==> src/rtl/sysreg_gate.sv <==
module sysreg_gate #(
  parameter int DATA_W   = 64,
  parameter int ADDR_W   = 48,
  parameter int SLOT_OFF = 'h118,
  parameter int EC_W     = 6,
  parameter logic [5:0] TRAP_EC = 6'h18
) (
  input  logic              clk,
  input  logic              rst_n,
  input  logic              req_valid,
  input  logic              req_write,
  input  logic              req_legacy,
  input  logic              req_half,
  input  logic [1:0]        op0,
  input  logic [2:0]        op1,
  input  logic [3:0]        crn,
  input  logic [3:0]        crm,
  input  logic [2:0]        op2,
  input  logic [DATA_W-1:0] wdata,
  input  logic [1:0]        cur_el,
  input  logic              el2_en,
  input  logic              el2_64,
  input  logic              trap_acr,
  input  logic [2:0]        nv_bits,
  input  logic [ADDR_W-1:0] slot_base,
  output logic              rsp_valid,
  output logic [1:0]        rsp_kind,
  output logic              rsp_nomatch,
  output logic              rsp_write,
  output logic [DATA_W-1:0] rsp_rdata,
  output logic [EC_W-1:0]   rsp_ec,
  output logic [ADDR_W-1:0] rsp_redir_addr,
  output logic [DATA_W-1:0] rsp_wdata
);
  localparam int HALF_W = DATA_W / 2;
  localparam logic [1:0] K_DIRECT = 2'd0, K_UNDEF = 2'd1, K_TRAP = 2'd2, K_REDIR = 2'd3;

  logic [DATA_W-1:0] ctl_q;
  logic [1:0]        kind;

  wire sel_ok = (op0 == 2'b11) && (op1 == 3'b000) && (crn == 4'b0001) &&
                (crm == 4'b0000) && (op2 == 3'b001);
  wire claimed = req_valid && (req_legacy || sel_ok);
  wire el2_live = el2_en && el2_64;
  wire at_el1 = (cur_el == 2'd1);
  wire nv_hit = nv_bits[2] && nv_bits[0];

  always_comb begin
    if (cur_el == 2'd0)                        kind = K_UNDEF;
    else if (req_legacy)                       kind = K_DIRECT;
    else if (at_el1 && el2_live && trap_acr)   kind = K_TRAP;
    else if (at_el1 && el2_live && nv_hit)     kind = K_REDIR;
    else                                       kind = K_DIRECT;
  end

  wire do_write = claimed && req_write && (kind == K_DIRECT);
  wire do_read  = claimed && !req_write && (kind == K_DIRECT);

  always_ff @(posedge clk) begin
    if (do_write) begin
      if (!req_legacy)   ctl_q <= wdata;
      else if (req_half) ctl_q[DATA_W-1:HALF_W] <= wdata[HALF_W-1:0];
      else               ctl_q[HALF_W-1:0] <= wdata[HALF_W-1:0];
    end
  end

  logic [DATA_W-1:0] rd_next;
  always_comb begin
    rd_next = '0;
    if (do_read) begin
      if (!req_legacy)   rd_next = ctl_q;
      else if (req_half) rd_next[HALF_W-1:0] = ctl_q[DATA_W-1:HALF_W];
      else               rd_next[HALF_W-1:0] = ctl_q[HALF_W-1:0];
    end
  end

  always_ff @(posedge clk or negedge rst_n) begin
    if (!rst_n) begin
      rsp_valid      <= 1'b0;
      rsp_kind       <= K_DIRECT;
      rsp_nomatch    <= 1'b0;
      rsp_write      <= 1'b0;
      rsp_rdata      <= '0;
      rsp_ec         <= '0;
      rsp_redir_addr <= '0;
      rsp_wdata      <= '0;
    end else begin
      rsp_valid      <= req_valid;
      rsp_kind       <= claimed ? kind : K_DIRECT;
      rsp_nomatch    <= req_valid && !claimed;
      rsp_write      <= req_valid && req_write;
      rsp_rdata      <= rd_next;
      rsp_ec         <= (claimed && kind == K_TRAP) ? TRAP_EC : '0;
      rsp_redir_addr <= (claimed && kind == K_REDIR) ? slot_base + ADDR_W'(SLOT_OFF) : '0;
      rsp_wdata      <= (claimed && kind == K_REDIR && req_write) ? wdata : '0;
    end
  end

  p_el0_undef_r2: assert property (@(posedge clk) disable iff (!rst_n)
    (claimed && cur_el == 2'd0) |=> (rsp_kind == K_UNDEF));

  p_trap_ec_r3: assert property (@(posedge clk) disable iff (!rst_n)
    (rsp_valid && rsp_kind == K_TRAP) |-> (rsp_ec == 6'h18));

  p_redir_addr_r4: assert property (@(posedge clk) disable iff (!rst_n)
    (req_valid && sel_ok && !req_legacy && at_el1 && el2_live && !trap_acr && nv_hit)
      |=> (rsp_kind == K_REDIR && rsp_redir_addr == $past(slot_base) + ADDR_W'(SLOT_OFF)));

  p_trap_first_r10: assert property (@(posedge clk) disable iff (!rst_n)
    (req_valid && sel_ok && !req_legacy && at_el1 && el2_live && trap_acr)
      |=> (rsp_kind == K_TRAP));

  p_pulse_r9: assert property (@(posedge clk) disable iff (!rst_n)
    !rsp_valid |-> (rsp_rdata == '0 && !rsp_nomatch));
endmodule

==> config.mk <==
export PLATFORM = sky130hd
export DESIGN_NAME = sysreg_gate
export DESIGN_NICKNAME = d
export VERILOG_FILES = /design/src/rtl/sysreg_gate.sv
export SDC_FILE = /design/constraint.sdc
export NUM_CORES = 1
export LEC_CHECK = 0
export BUFFER_PORTS_ARGS = -buffer_cell sky130_fd_sc_hd__clkbuf_2
export CORE_MARGIN = 10
export CORE_UTILIZATION = 45
export DETAILED_ROUTE_END_ITERATION = 16
export GPL_TIMING_DRIVEN = 0
export PLACE_DENSITY = 0.73
export SLEW_MARGIN = 10
export SYNTH_ARGS = -nofsm -noshare
export SYNTH_HDL_FRONTEND = slang
export SYNTH_SLANG_ARGS = --single-unit
export TNS_END_PERCENT = 1
==> constraint.sdc <==
create_clock -name clk -period 0.8 [get_ports clk]
set_input_delay 0.12 -clock clk [delete_from_list [all_inputs] [get_ports clk]]
set_output_delay 0.12 -clock clk [all_outputs]
set_load 0.1 [all_outputs]
==> results of run 1 <==
worst paths after layout:
check / cells past startpoint / startpoint / to / slack [ns]
setup / recovery: 9 / slot_base[4] / rsp_redir_addr[43] / -0.73
hold / removal: 1 / rst_n / rsp_redir_addr[7] / -0.41
setup reg to reg: 2 / ctl_q[52] / rsp_rdata[20] / -0.15
hold reg to reg: 2 / ctl_q[1] / rsp_rdata[1] / 0.50
max in group asynchronous: 2 / rst_n / rsp_rdata[60] / 0.27
min in group clk: 4 / slot_base[14] / rsp_redir_addr[15] / 0
worst max-delay path: stages:
cell and delay, ns:
buf_8 0.08, inv_4 0.04, ha_4 0.17, nand4b_1 0.24, a211oi_2 0.36, buf_6 0.15, nand4_1 0.21, or3_4 0.47
a21oi_2 0.14
power by group through the flow:
stage / sequential, W / clock (W) / combinational [W]
6_report: 0.0133 / 0.0137 / 0.00371
5_1_grt: 0.0133 / 0.0143 / 0.00386
4_1_cts: 0.0132 / 0.0135 / 0.00322
3_5_place_dp: 0.0134 / 0 / 0.00247
3_3_place_gp: 0.0134 / 0 / 0.00239
2_1_floorplan: 0.0139 / 0 / 0.000888
metrics by stage:
| stage | util | cells |
|---|---|---|
| 6_report | 0.8287 | 1585 |
| 5_1_grt | 0.8287 | 1585 |
| 4_1_cts | 0.7774 | 1575 |
| 3_5_place_dp | 0.5618 | 1389 |
| 3_3_place_gp | 0.5563 | 1382 |
| 2_1_floorplan | - | 785 |
cells in the final DEF, fill, tap and decap left out, types with 32 or more instances in the layout:
cell	instances
dfrtp_1	182
clkbuf_2	129
dlygate4sd3_1	118
buf_12	101
buf_8	83
and3_1	65
edfxtp_1	64
nand2_1	53
clkbuf_16	51
nand3_1	47
nor2_1	39
a21oi_2	34
nand3b_1	33
mux2_2	32
repair_timing:
item                                    CTS  global route
resized for setup                       486           369
cloned                                    1             0
endpoints found under the setup margin  459           458
hold endpoints to repair                260            78
pin swaps                                12            27
setup buffers                            16             7
routing by layer:
metal	global-route usage	part of all wire
met5	0	0
met4	0.08970	0.053
met1	0.3016	0.32
met3	0.07210	0.10
met2	0.4907	0.52
sequential cells by signal, indices dropped and copies added, names as in the netlist:
register	flops
rsp_ec	1
rsp_redir_addr	48
rsp_nomatch	1
rsp_write	1
rsp_kind	2
rsp_valid	1
ctl_q	64
rsp_wdata	64
rsp_rdata	64
logic make-up after synthesis:
kind of cell,after synthesis
AND/OR/NAND/NOR,345
multiplexers,32
buffers and inverters,65
other,1
flip-flops,246
adder cells (fa/ha/maj),1
XOR/XNOR,35
AO/OA/AOI/OAI,57
area by class of cell:
type	count	area (sq um)	share of cell area
Tap cell	275	344.1	0.01963
Buffer	59	575.6	0.03283
Clock inverter	13	236.5	0.01349
Multi-Input combinational cell	474	3369	0.1922
Clock buffer	35	726.9	0.04147
Sequential cell	246	6476	0.3694
Inverter	6	27.53	0.001570
Antenna cell	3	7.507	0.0004282
Timing Repair Buffer	474	5767	0.3290
==> metrics.yaml, run 1 <==
power:
  p_leak_nw: 7.902
  p_sw_frac: 0.2511
  p_per_area_mw_per_mm2: 1751
  ir_worst_vdd_mv: 1.674
  p_switching_w: 0.007709
  seqPwrFrac: 0.432
  comb_power_share: 0.121
  internal-power_w: 0.02299
  total_power_w: 0.03070
  clockPowerShare: 0.448
route:
  via_per_inst: 5.947
  drt-initial-drc-count: 1109
  routed-via-count: 9426
  first_pass_iters: 8
  wire_per_inst_um: 28.59
  drtAntennaViolNets: 0
  drc: 0
  wl_mm: 45.31
global_routing:
  grt_pass1_wl_mm: 60.03
  grt_usage: 0.2709
  grt_pass1_vias: 9743
  antenna_found_initial: 3
  grt_overflow: 0
  grt_max_degree: 105
timing:
  finalHoldViolations: 79
  slew_headroom: 0.4495
  fin_hold_ws_ns: -0.4079
  setup_violations: 436
  setup_ws_ns: -0.7331
  rsz0062_at_grt: "yes"
  clock_skew_ns: 0.02096
  finalMaxSlewViolations: 0
  period_share: 1.916
  worst_pin_slew_ns: 0.8257
  fmax_mhz: 652.3
  tns_ns: -200.27
  post-route-min-period_ns: 1.533
min_path:
  hold_class: "input port to async pin"
synth:
  synth_area_per_cell_sq_um: 12.47
  synthAdderAreaFrac: 0.001283
  ys_types: 42
  yosysMostFrequentCell: "dfrtp_1"
  async_reset_ff_frac: 0.7398
  ys_seq_area_frac: 0.6639
  synth_largest_area_cell: "dfrtp_1"
  synth_edf_count: 64
  synth-main-ff-cell: "dfrtp_1"
  ys_warn_count: 0
  synthMuxAreaShare: 0.03694
  synthesis.area_sq_mm: 0.009754
  synth_area_leaders: "dfrtp_1 47%, edfxtp_1 20%, and3_1 4.4%"
  yosysTopAreaCellShare: 0.4669
  synth_xor_area_frac: 0.03143
  synthTopCellsByCount: "182 x dfrtp_1, 69 x and3_1, 64 x edfxtp_1"
  synth_cells: 782
  synth-seq-cells: 246
  synth_compound_gate_area_share: 0.04297
  synth_top_family_by_area: "simple AND/OR/NAND/NOR gates"
  synthSimpleGateAreaFrac: 0.1936
placed_design:
  place_hpwl_mm: 23.02
  gp_congestion: 0.8004
  post-place-ws_ns: -1.866
  place_area_sq_mm: 0.01189
  portBuffers: 322
run:
  cap_violations: 0
final_layout:
  fillers: 906
  finish.net_count: 1430
  final_area_sq_mm: 0.01753
  layout-drive-gt1-share: 0.4269
  syn2layout_area_growth_pct: 79.72
cts:
  insertion_delay_ns: 0.54
  numCtsBuffers: 26
  cts_tree: "built"
  cts_hold_buf: 121
  cts.htree.levels: 1
  clock-root-buffer: "clkbuf_16"
  clockBufferDepth: 3
  cts_sinks: 246
  clk_pin_slew_ns: 0.07
critical_path:
  crit_type: "input port to register"
  cp-start-kind: "input port"
  endpoint_kind: "register"
  critPathArrivalTime_ns: 1.99
  cp.required_ns: 1.26
  worst-path-max-fanout: 4
die:
  num_rows: 53
  die_height_um: 167.2
  dieArea_sq_mm: 0.02797
  start_util: 0.4611
  io_pins: 329
  core-area_sq_mm: 0.02115
  die_x_um: 167.2
run_status:
  failed_checks: "negative hold slack, negative setup slack"
  status: "finished with violations"
(Power assumes the default switching activity.)
==> run 2: changes to the inputs <==
clock period = 1.8 ns   (was 0.8 ns; I/O delays follow)
==> run 2 against run 1 <==
  * The run ends with negative setup slack left
  * Clock power is 57% lower
  * Core utilization is 19 points lower
  * First-iteration DRC count is 47% lower
==> metrics.yaml, run 2 (same netlist as run 1, synthesis figures left out) <==
run_status:
  status: "finished with violations"
  failed_checks: "negative setup slack"
min_path:
  hold_start: "wdata[34]"
  hold_path_end: "rsp_wdata[34]"
  holdPathStages: 2
  hold_class: "input port to register"
timing:
  rsz0062_at_grt: "yes"
  worst_pin_slew_ns: 0.8200  # -0.005723 ns
  fin_hold_ws_ns: 0.009939  # +0.4179 ns
  clock_skew_ns: 0.01290  # -0.008057 ns
  post-route-min-period_ns: 1.818
  fmax_mhz: 550.0
  period_share: 1.010
  finalHoldViolations: 0  # -100%
  slew_headroom: 0.4504  # +0.0008370
  setup_ws_ns: -0.01826  # +0.7148 ns
  setup_violations: 9  # -98%
  finalMaxSlewViolations: 0  # unchanged
route:
  wl_mm: 31.26  # -31%
  wire_per_inst_um: 20.80  # -27%
  drc: 0  # unchanged
  first_pass_iters: 5  # -3
  routed-via-count: 7753  # -18%
  drt-initial-drc-count: 583  # -47%
  drtAntennaViolNets: 0  # unchanged
  via_per_inst: 5.158  # -13%
critical_path:
  reg2reg_depth: 2  # unchanged
  rr_startpoint: "ctl_q[60]"
  worstReg2RegEnd: "rsp_rdata[60]"
  worst-path-max-fanout: 10  # +6
  cp-start-kind: "input port"
  endpoint_kind: "register"
  r2r_slack_ns: 1.04  # +1.19 ns
  critPathArrivalTime_ns: 2.26  # +0.27 ns
  crit_type: "input port to register"
  cp.required_ns: 2.25  # +0.99 ns
cts:
  clk_pin_slew_ns: 0.06  # about the same
  cts.htree.levels: 1  # unchanged
  cts_sinks: 246  # unchanged
  insertion_delay_ns: 0.53  # about the same
  clockBufferDepth: 3  # unchanged
  cts_tree: "built"
  numCtsBuffers: 26  # unchanged
  clock-root-buffer: "clkbuf_16"
placed_design:
  gp_congestion: 0.8004  # unchanged
  place_inst: 1389  # unchanged
  portBuffers: 322  # unchanged
  place_hpwl_mm: 23.02  # unchanged
  post-place-ws_ns: -1.016  # +0.8500 ns
global_routing:
  grt_overflow: 0  # unchanged
  grt_max_degree: 105  # unchanged
  grt_pass1_wl_mm: 48.31  # -20%
  grt_usage: 0.2148  # -0.05611
  grt_pass1_vias: 8342  # -14%
  antenna_found_initial: 0  # -3
die:
  io_pins: 329  # unchanged
  core-area_sq_mm: 0.02115  # unchanged
  dieArea_sq_mm: 0.02797  # unchanged
  die_height_um: 167.2  # unchanged
  start_util: 0.4611  # unchanged
  num_rows: 53  # unchanged
  die_x_um: 167.2  # unchanged
final_layout:
  final_common_cell: "clkbuf_2"
  reg_top3: "ctl_q x64, rsp_rdata x64, rsp_wdata x64"
  finish.net_count: 1351  # -5.5%
  syn2layout_area_growth_pct: 38.70
  fillers: 1606  # +77%
  instances_no_fill: 1503  # -5.2%
  final_cell_mix: "326 x clkbuf_2, 182 x dfrtp_1, 69 x and3_1"
  diodes: 0  # -3
  layout-drive-gt1-share: 0.3779  # -0.04908
run:
  cap_violations: 0  # unchanged
power:
  ir_worst_vdd_mv: 0.8303  # -50%
  p_per_area_mw_per_mm2: 961.5  # -45%
  p_leak_nw: 6.659  # -16%
run 2: area by class of cell:
type	count	area, sq um	area share
Inverter	6	22.52	0.001665
Clock buffer	35	726.9	0.05373
Clock inverter	13	236.5	0.01748
Tap cell	275	344.1	0.02543
Timing Repair Buffer	395	2387	0.1765
Sequential cell	246	6476	0.4787
Buffer	59	284.0	0.02099
Multi-Input combinational cell	474	3052	0.2256
run 2: repair_timing:
action | 4_1_cts | 5_1_grt
gates resized for setup | 8 | 4
endpoints found under the hold margin | 146 | 0
hold buffers | 61 | 0
setup buffers | 4 | 1
endpoints found under the setup margin | 105 | 79
pin swaps | 4 | 4
run 2: metal layers:
metal	track usage	routed length, um
met2	0.3674	15480
met1	0.2571	12490
met4	0.05942	632
met3	0.06578	2662
met5	0	0
run 2: critical path, stage by stage:
cell,delay (ns)
clkbuf_2,0.14
clkbuf_1,0.41
clkbuf_1,0.62
clkbuf_1,0.49
nand3_1,0.16
a21oi_2,0.17
run 2: through the flow:
stage / instance area, sq um / power, W / util / TNS (ns)
finish: 13530 / 0.01301 / 0.6396 / -0.09778
global route: 13530 / 0.01343 / 0.6396 / -1.777
CTS: 13520 / 0.01310 / 0.6391 / -3.564
detailed placement: 11890 / 0.007069 / 0.5618 / -137.70
global placement: 11770 / 0.007035 / 0.5563 / -752.50
floorplan: 9813 / 0.006576 / - / -51.09
run 2: report_power, final:
part           total (W)  internal (W)  switching [W]
Sequential       0.00587       0.00583      0.0000359
Combinational    0.00122      0.000416       0.000801
Clock            0.00592       0.00372        0.00221
run 2: worst max-delay path by stage:
| stage | start | endpoint | slack (ns) | cells after the start |
|---|---|---|---|---|
| after global placement | rst_n | rsp_wdata[55] | -2.91 | 1 |
| after floorplan | crn[2] | ctl_q[32] | -0.76 | 5 |
| after global routing | req_legacy | rsp_rdata[20] | -0.11 | 6 |
| after detailed placement | req_write | ctl_q[30] | -1.02 | 5 |
| after CTS | crn[3] | ctl_q[42] | -0.20 | 8 |
| final | req_legacy | rsp_rdata[23] | -0.02 | 6 |
==> run 3: changes to the inputs <==
REMOVE_ABC_BUFFERS = 1   (was not set)
==> run 3 against run 2 <==
  * The run now ends clean
  * First-iteration DRC count down 24%
  * Routed wire length decreased by 1.0%
  * Register-to-register slack gained 0.04 ns
  * Total power decreased by 1.6%
  * Clock skew is 0.0091 ns lower
  * Die area did not move
  * Largest power group is now sequential cells
==> metrics.yaml, run 3 (same netlist as run 1, synthesis figures left out) <==
power:
  ir_worst_vdd_mv: 0.6237  # -25%
  p_leak_nw: 6.698  # +0.58%
  p_per_area_mw_per_mm2: 943.0  # -1.9%
global_routing:
  grt_usage: 0.2089  # -0.005896
  grt_pass1_vias: 8247  # -1.1%
  grt_overflow: 0  # unchanged
  grt_max_degree: 98  # -6.7%
  antenna_found_initial: 0  # unchanged
  grt_pass1_wl_mm: 47.41  # -1.9%
cts:
  clockBufferDepth: 3  # unchanged
  cts_sinks: 246  # unchanged
  clock-root-buffer: "clkbuf_16"
  clk_pin_slew_ns: 0.06  # about the same
  cts_tree: "built"
  cts.htree.levels: 1  # unchanged
  insertion_delay_ns: 0.52  # about the same
  numCtsBuffers: 26  # unchanged
route:
  wire_per_inst_um: 21.12  # +1.5%
  drt-initial-drc-count: 445  # -24%
  drc: 0  # unchanged
  first_pass_iters: 5  # unchanged
  drtAntennaViolNets: 0  # unchanged
  wl_mm: 30.94  # -1.0%
  routed-via-count: 7710  # -0.55%
  via_per_inst: 5.263  # +2.0%
run:
  cap_violations: 0  # unchanged
final_layout:
  finish.net_count: 1313  # -2.8%
  reg_top3: "ctl_q x64, rsp_rdata x64, rsp_wdata x64"
  final_cell_mix: "319 x clkbuf_2, 182 x dfrtp_1, 68 x and3_1"
  diodes: 0  # unchanged
  final_util: 0.6414  # +0.001833
  final_area_sq_mm: 0.01357  # +0.29%
  syn2layout_area_growth_pct: 39.10
  final_common_cell: "clkbuf_2"
  fillers: 1614  # +0.50%
  layout-drive-gt1-share: 0.4025  # +0.02467
die:
  io_pins: 329  # unchanged
  dieArea_sq_mm: 0.02797  # unchanged
  start_util: 0.4611  # unchanged
  die_height_um: 167.2  # unchanged
  num_rows: 53  # unchanged
  core-area_sq_mm: 0.02115  # unchanged
  die_x_um: 167.2  # unchanged
critical_path:
  cp.required_ns: 2.03  # -0.22 ns
  crit_type: "input port to register"
  max_stage_delay_ns: 0.38  # -0.24 ns
  critPathArrivalTime_ns: 2.00  # -0.26 ns
  endpoint_kind: "register"
  cp-start-kind: "input port"
  r2r_slack_ns: 1.08  # +0.04 ns
  slowest_stage: "a2111oi_4"
  worstReg2RegEnd: "rsp_rdata[63]"
  rr_startpoint: "ctl_q[63]"
  cp_cell_sequence: "clkbuf_16, buf_16, nor3_4, buf_6, a2111oi_4, buf_4, buf_6, buf_6, buf_6, buf_6"
  reg2reg_depth: 2  # unchanged
  cp_common_cell: "buf_6"
  worst-path-max-fanout: 26  # +16
placed_design:
  place_hpwl_mm: 21.13  # -8.2%
  portBuffers: 323  # +0.31%
  gp_congestion: 0.8632  # +7.8%
  place_area_sq_mm: 0.01180  # -0.74%
min_path:
  hold_class: "input port to register"
  hold_start: "wdata[37]"
  holdPathStages: 2  # unchanged
  hold_path_end: "rsp_wdata[37]"
timing:
  worst_pin_slew_ns: 0.7306  # -0.08942 ns
  finalHoldViolations: 0  # unchanged
  clock_skew_ns: 0.003849  # -0.009053 ns
  fmax_mhz: 566.2  # +2.9%
  slew_headroom: 0.5130  # +0.06259
  period_share: 0.9812  # -0.02890
  rsz0062_at_grt: "yes"
  post-route-min-period_ns: 1.766  # -0.05202 ns
  setup_violations: 0  # -9
  finalMaxSlewViolations: 0  # unchanged
run_status:
  status: "finished clean"
run 3: worst max path at each step:
stage	startpoint	depth (start not counted)	end
CTS	op1[1]	10	ctl_q[33]
global route	slot_base[3]	8	rsp_redir_addr[47]
floorplan	op1[0]	4	ctl_q[32]
detailed placement	req_write	8	ctl_q[33]
global placement	req_legacy	3	ctl_q[33]
finish	req_legacy	10	ctl_q[33]
run 3: power by group:
group	switching, W	total [W]	internal (W)
Sequential	0.0000308	0.00586	0.00583
Clock	0.00216	0.00568	0.00352
Combinational	0.000817	0.00125	0.000434
run 3: repair_timing:
item                       CTS  global route
setup endpoints to repair  155            21
setup buffers                9             1
resized for setup           24             6
hold buffers                57             0
hold endpoints to repair   150             0
pin swaps                    6             5
gates cloned                 0             3
run 3: through the flow:
step,std cells,worst slack (ns),hold WS [ns],TNS (ns),power [W]
3_3_place_gp,1324,-12.62,0.4281,-1803.14,0.007007
2_1_floorplan,726,-5.373,-0.02559,-392.39,0.006502
4_1_cts,1461,-0.02926,0.0007518,-0.1476,0.01290
3_5_place_dp,1347,-1.817,0.3751,-183.85,0.007059
6_report,1465,0.03377,0.01371,0,0.01279
5_1_grt,1465,-0.03282,0.009225,-0.09452,0.01324
run 3: worst max-delay path: cells and delay by family:
kind	cells	cell delay, ns
buf+inv	8	1.25
compound gates	1	0.38
simple gates	1	0.06
run 3: cell type report:
type / instances / area, sq um / area share
Tap cell: 275 / 344.1 / 0.02536
Inverter: 6 / 22.52 / 0.001660
Sequential cell: 246 / 6476 / 0.4773
Multi-Input combinational cell: 474 / 3128 / 0.2305
Clock inverter: 11 / 156.4 / 0.01153
Clock buffer: 37 / 764.5 / 0.05634
Timing Repair Buffer: 416 / 2676 / 0.1973
run 3: routing by layer:
layer	share of wire	global-route usage	wire length (um)
met5	0	0	0
met4	0.025	0.05791	760
met3	0.11	0.08263	3505
met2	0.49	0.3549	15180
met1	0.37	0.2402	11500
